## config.mk

```make
export PLATFORM = sky130hd
export DESIGN_NAME = pinmux_xbar
export DESIGN_NICKNAME = d
export VERILOG_FILES = /design/src/rtl/pinmux_pkg.sv /design/src/rtl/pmx_sel_regs.sv /design/src/rtl/pmx_pad_route.sv /design/src/rtl/pmx_func_return.sv /design/src/rtl/pinmux_xbar.sv
export SDC_FILE = /design/constraint.sdc
export NUM_CORES = 1
export LEC_CHECK = 0
export BUFFER_PORTS_ARGS = -buffer_cell sky130_fd_sc_hd__buf_2
export CAP_MARGIN = 20
export CORE_ASPECT_RATIO = 0.9
export CORE_MARGIN = 3
export CORE_UTILIZATION = 36
export CTS_CLUSTER_SIZE = 16
export DETAILED_ROUTE_END_ITERATION = 8
export PLACE_DENSITY_LB_ADDON = 0.12
export SETUP_SLACK_MARGIN = 0.5
export SLEW_MARGIN = 30
export SYNTH_ARGS = -nofsm -noshare
export SYNTH_HDL_FRONTEND = slang
export SYNTH_SLANG_ARGS = --single-unit
```

## constraint.sdc

```tcl
create_clock -name clk -period 1.3 [get_ports clk]
set_input_delay 0.13 -clock clk [delete_from_list [all_inputs] [get_ports clk]]
set_output_delay 0.13 -clock clk [all_outputs]
set_load 0.01 [all_outputs]
```

## src/rtl/pinmux_pkg.sv

```systemverilog
// Shared encodings for the pad function multiplexer.
// Assumes function kinds are packed two bits per function in a parameter vector.
package pinmux_pkg;

    typedef enum logic [1:0] {
        FK_NONE  = 2'b00,
        FK_IN    = 2'b01,
        FK_OUT   = 2'b10,
        FK_BIDIR = 2'b11
    } func_kind_e;

    // True when a function kind samples the pad.
    function automatic logic kind_samples(input logic [1:0] k);
        return (k == FK_IN) || (k == FK_BIDIR);
    endfunction

endpackage

```

## src/rtl/pmx_sel_regs.sv

```systemverilog
// Selection register bank with index-decoded write and read access.
// Assumes the register index sits in addr[ADDR_W-1:IDX_LSB]; writes land
// on the next clock edge, reads are combinational.
module pmx_sel_regs #(
    parameter int NUM_PADS = 4,
    parameter int SEL_W    = 3,
    parameter int ADDR_W   = 8,
    parameter int DATA_W   = 32,
    parameter int IDX_LSB  = 2
) (
    input  logic                           clk,
    input  logic                           rst_n,
    input  logic                           wr_en,
    input  logic [ADDR_W-1:0]              wr_addr,
    input  logic [DATA_W-1:0]              wr_data,
    output logic                           wr_err,
    input  logic [ADDR_W-1:0]              rd_addr,
    output logic [DATA_W-1:0]              rd_data,
    output logic                           rd_err,
    output logic [NUM_PADS-1:0][SEL_W-1:0] sel_q
);
    localparam int IDX_W = ADDR_W - IDX_LSB;

    logic [IDX_W-1:0] wr_idx;
    logic [IDX_W-1:0] rd_idx;
    logic             wr_hit;

    assign wr_idx = wr_addr[ADDR_W-1:IDX_LSB];
    assign rd_idx = rd_addr[ADDR_W-1:IDX_LSB];
    assign wr_hit = 32'(wr_idx) < NUM_PADS;
    assign wr_err = !wr_hit;

    for (genvar p = 0; p < NUM_PADS; p++) begin : g_reg
        // Hold one pad's selection; load it on a matching mapped write.
        always_ff @(posedge clk) begin
            if (!rst_n)
                sel_q[p] <= '0;
            else if (wr_en && wr_hit && (wr_idx == IDX_W'(p)))
                sel_q[p] <= wr_data[SEL_W-1:0];
        end
    end

    // Return the indexed register zero-extended, or an error with zero data.
    always_comb begin
        rd_data = '0;
        rd_err  = 1'b1;
        for (int i = 0; i < NUM_PADS; i++) begin
            if (rd_idx == IDX_W'(i)) begin
                rd_data = DATA_W'(sel_q[i]);
                rd_err  = 1'b0;
            end
        end
    end

endmodule

```

## src/rtl/pmx_pad_route.sv

```systemverilog
// Steers one pad: picks pad data and enable from the selected function and
// marks which function, if any, this pad's input serves.
// Assumes code 0 and codes above NUM_FUNCS are unrouted.
module pmx_pad_route
    import pinmux_pkg::*;
#(
    parameter int                     NUM_FUNCS = 6,
    parameter int                     SEL_W     = 3,
    parameter logic [2*NUM_FUNCS-1:0] FUNC_KIND = '0
) (
    input  logic [SEL_W-1:0]     sel,
    input  logic [NUM_FUNCS-1:0] fn_out,
    input  logic [NUM_FUNCS-1:0] fn_oe,
    output logic                 pad_o,
    output logic                 pad_oe,
    output logic [NUM_FUNCS-1:0] claim
);
    // Decode the selection into data, enable and input claim.
    always_comb begin
        pad_o  = 1'b0;
        pad_oe = 1'b0;
        claim  = '0;
        for (int f = 0; f < NUM_FUNCS; f++) begin
            if (sel == SEL_W'(f + 1)) begin
                case (FUNC_KIND[2*f +: 2])
                    FK_OUT: begin
                        pad_o  = fn_out[f];
                        pad_oe = 1'b1;
                    end
                    FK_BIDIR: begin
                        pad_o  = fn_out[f];
                        pad_oe = fn_oe[f];
                    end
                    default: begin
                        pad_o  = 1'b0;
                        pad_oe = 1'b0;
                    end
                endcase
                claim[f] = kind_samples(FUNC_KIND[2*f +: 2]);
            end
        end
    end

endmodule

```

## src/rtl/pmx_func_return.sv

```systemverilog
// Gathers pad inputs back to functions; lowest-numbered claiming pad wins,
// unclaimed functions see zero.
module pmx_func_return #(
    parameter int NUM_PADS  = 4,
    parameter int NUM_FUNCS = 6
) (
    input  logic [NUM_PADS-1:0][NUM_FUNCS-1:0] claim,
    input  logic [NUM_PADS-1:0]                pad_i,
    output logic [NUM_FUNCS-1:0]               fn_in
);
    // Scan pads from highest to lowest so the lowest claimant is applied last.
    always_comb begin
        fn_in = '0;
        for (int f = 0; f < NUM_FUNCS; f++) begin
            for (int p = NUM_PADS - 1; p >= 0; p--) begin
                if (claim[p][f])
                    fn_in[f] = pad_i[p];
            end
        end
    end

endmodule

```

## src/rtl/pinmux_xbar.sv

```systemverilog
// Top of the pad function multiplexer: selection registers, per-pad
// steering and input return. Assumes NUM_FUNCS+1 codes fit in SEL_W bits.
module pinmux_xbar #(
    parameter int                     NUM_PADS  = 4,
    parameter int                     NUM_FUNCS = 6,
    parameter logic [2*NUM_FUNCS-1:0] FUNC_KIND = 12'hE79,
    parameter int                     ADDR_W    = 8,
    parameter int                     DATA_W    = 32,
    parameter int                     IDX_LSB   = 2
) (
    input  logic                 clk,
    input  logic                 rst_n,
    input  logic                 wr_en,
    input  logic [ADDR_W-1:0]    wr_addr,
    input  logic [DATA_W-1:0]    wr_data,
    output logic                 wr_err,
    input  logic [ADDR_W-1:0]    rd_addr,
    output logic [DATA_W-1:0]    rd_data,
    output logic                 rd_err,
    input  logic [NUM_PADS-1:0]  pad_i,
    output logic [NUM_PADS-1:0]  pad_o,
    output logic [NUM_PADS-1:0]  pad_oe,
    input  logic [NUM_FUNCS-1:0] fn_out,
    input  logic [NUM_FUNCS-1:0] fn_oe,
    output logic [NUM_FUNCS-1:0] fn_in
);
    localparam int SEL_W = $clog2(NUM_FUNCS + 1);

    logic [NUM_PADS-1:0][SEL_W-1:0]     sel_q;
    logic [NUM_PADS-1:0][NUM_FUNCS-1:0] claim;

    pmx_sel_regs #(
        .NUM_PADS(NUM_PADS), .SEL_W(SEL_W), .ADDR_W(ADDR_W),
        .DATA_W(DATA_W), .IDX_LSB(IDX_LSB)
    ) u_regs (
        .clk(clk), .rst_n(rst_n),
        .wr_en(wr_en), .wr_addr(wr_addr), .wr_data(wr_data), .wr_err(wr_err),
        .rd_addr(rd_addr), .rd_data(rd_data), .rd_err(rd_err),
        .sel_q(sel_q)
    );

    for (genvar p = 0; p < NUM_PADS; p++) begin : g_pad
        pmx_pad_route #(
            .NUM_FUNCS(NUM_FUNCS), .SEL_W(SEL_W), .FUNC_KIND(FUNC_KIND)
        ) u_route (
            .sel(sel_q[p]), .fn_out(fn_out), .fn_oe(fn_oe),
            .pad_o(pad_o[p]), .pad_oe(pad_oe[p]), .claim(claim[p])
        );
    end

    pmx_func_return #(
        .NUM_PADS(NUM_PADS), .NUM_FUNCS(NUM_FUNCS)
    ) u_return (
        .claim(claim), .pad_i(pad_i), .fn_in(fn_in)
    );

endmodule

```

==> impl_results.md <==
- Via count: 1430
- # setup viols final: 12
- First-pass GRT wire length: 6.30 mm
- CP Max Fanout: 4
- Register bit total from synthesis: 12
- Post-synthesis cell count: 187
- DRC viols: 0
- CP Launch Type: flip-flop
- Clock skew: 0 ns
- Hold WC Path Type: in2reg
- I/O pins: 115
- Crit end category: output pin
- Final Power: 0.894 mW
- Clock transition at path regs: 0.05 ns
- Cell variety after synth: 41
- Input/output buffers: 44
- Via density: 4.83
- Fin cells: 296
- Status: finished, violations left
- Setup ws final: -0.356 ns
- RSZ-0062 raised after global routing: true
- Max Cap Viol: 0
- Cell Rows: 21
- Top flop regs: u_regs.sel_q: 12 flops
- Final Cycle Share: 127%
- Initial Utilization: 38.1%
- Layout overhead on the synthesized area: 46.0%
- TritonCTS Buffers: 3
- VDD IR max: 658 uV
- Largest net degree at the start of global routing: 13
- Req. time, crit path: 1.17 ns
- Die area: 0.00480 mm2
- Syn Area/Cell: 7.71 um2
- Final RePlAce weighted congestion: 0.728
- CTS H-tree lvls: 1
- Synth Warn #: 0
- Gr usage total: 16.6%
- Sink Count: 12
- Most frequent cells in the layout: 34 x buf_2, 31 x conb_1, 30 x buf_6
- Max reg flops: 12
- Initial DRT Pass Iterations: 4
- Routed Antenna Nets: 0
- Number of diodes: 0
- Sequential share of the synthesized area: 16.7%
- LEAKAGE: 0.940 nW
- Share of cells above drive strength 1: 50.0%
- Largest Register: u_regs.sel_q
- Mapped Area: 0.00144 mm2
- Final nets: 319
- Clk buf depth: 2
- Place WS: -0.110 ns
- Die extent in y: 66.0 um
- Die span in x: 72.7 um
- PwrDens: 425 mW/mm2
- Initial antenna violation count: 0
- WL/cell: 13.4 um
- Final wirelength: 3.95 mm
- Worst Hold Margin: 0.180 ns
- Finished layout cell area: 0.00210 mm2
- Number of placed cells counting well taps: 282
- F_max: 0.604 GHz
- Clk_lat worst skew: 0.23 ns
- Vias in the first global route: 1384
- CTS tree: done
- Crit path time final: 1.66 ns
- DP Wirelength: 3.12 mm
- Crit path DAT: 1.53 ns
- Max-slew violation count: 0
- CTS Root Cell: clkbuf_8
- Worst setup path category: reg2out
- Commonest non-fill, non-tap cell in the layout: buf_2
- Final Hold Vio Count: 0
- Grt ovf: 0
- Number of DRC markers in iteration 0: 28
- CTS hold repair buffers: 0
- Post-synth EDFFs: 0
- Failing checks: setup timing
- Top FF cell, synth: dfxtp_1
- Core Box Area: 0.00378 mm2
- Placed cell area: 0.00176 mm2
- Synth async-reset ratio: 0%
cells in the mapped netlist (2+ instances only):
library cell	instances	share of area [%]
dfxtp_1	12	17
o21ai_0	11	3.8
a22o_1	2	1.2
a21boi_1	3	1.6
nand3b_1	6	3.1
nor2b_1	16	6.9
nor2_1	7	1.8
mux4_2	3	4.7
nand2_1	14	3.6
nand3_1	3	1.0
o31ai_1	2	1.0
a32o_1	3	2.1
a21oi_1	9	3.1
mux2i_1	13	9.0
clkbuf_1	10	2.6
nor3b_1	3	1.6
nor4bb_1	2	1.4
inv_1	7	1.8
buf_4	39	20
report_power, final:
| group | switching [mW] | internal [mW] |
|---|---|---|
| sequential | 0.00261 | 0.356 |
| clock | 0.130 | 0.204 |
| combinational | 0.121 | 0.0813 |
logic make-up after synthesis:
kind of cell	count (synthesis)	share of synthesized area, %
AOI/OAI and AO/OA	37	16.3
buffers and inverters	58	25.3
DFF	12	16.7
muxes	17	14.5
other	1	0.260
and+or+nand+nor	62	26.9
worst max-delay path, stage by stage, from the launching register on:
cell and delay, ns:
dfxtp_4 0.35, buf_4 0.13, nor4bb_2 0.28, mux2i_1 0.13
o21ai_1 0.12, a32o_2 0.16, buf_6 0.10
what timing repair did:
action                                  in CTS  in global routing
resized for setup                           48                 12
endpoints found under the setup margin      29                 29
pin swaps                                   18                  9
cloned                                       0                  0
buffers inserted                             6                  5
area by class of cell:
type	instances	area, um2
clock buffers	3	41.3
well taps	46	57.6
multi-input cells	147	1070
fillers	331	1680
flip-flops and latches	12	273
repair buffers	80	636
inverters	8	30.0
per-layer routing:
metal | wire [um] | up-vias | GRT usage [%]
met5 | 0 | - | 0
met4 | 15 | 0 | 2.53
met3 | 212 | 2 | 2.74
met2 | 2020 | 48 | 29.5
met1 | 1710 | 666 | 21.1
li1 | - | 714 | -
through the flow:
stage          TNS [ns]  util [%]
6_report          -2.80      55.6
3_3_place_gp     -0.392      46.6
2_1_floorplan         0         -
4_1_cts           -2.69      53.4
5_1_grt           -3.89      55.6
3_5_place_dp     -0.508      46.6
path summary, 6_finish.rpt:
check	from	endpoint	slack, ns	depth (start not counted)
setup / recovery	u_regs.sel_q[9]$_SDFFE_PN0P_	fn_in[3]	-0.36	6
setup reg to reg	u_regs.sel_q[10]$_SDFFE_PN0P_	u_regs.sel_q[10]$_SDFFE_PN0P_	0.50	4
hold / removal	wr_data[1]	u_regs.sel_q[10]$_SDFFE_PN0P_	0.18	3
hold reg to reg	u_regs.sel_q[9]$_SDFFE_PN0P_	u_regs.sel_q[9]$_SDFFE_PN0P_	0.50	2
Power figures use the tool's default switching activity.
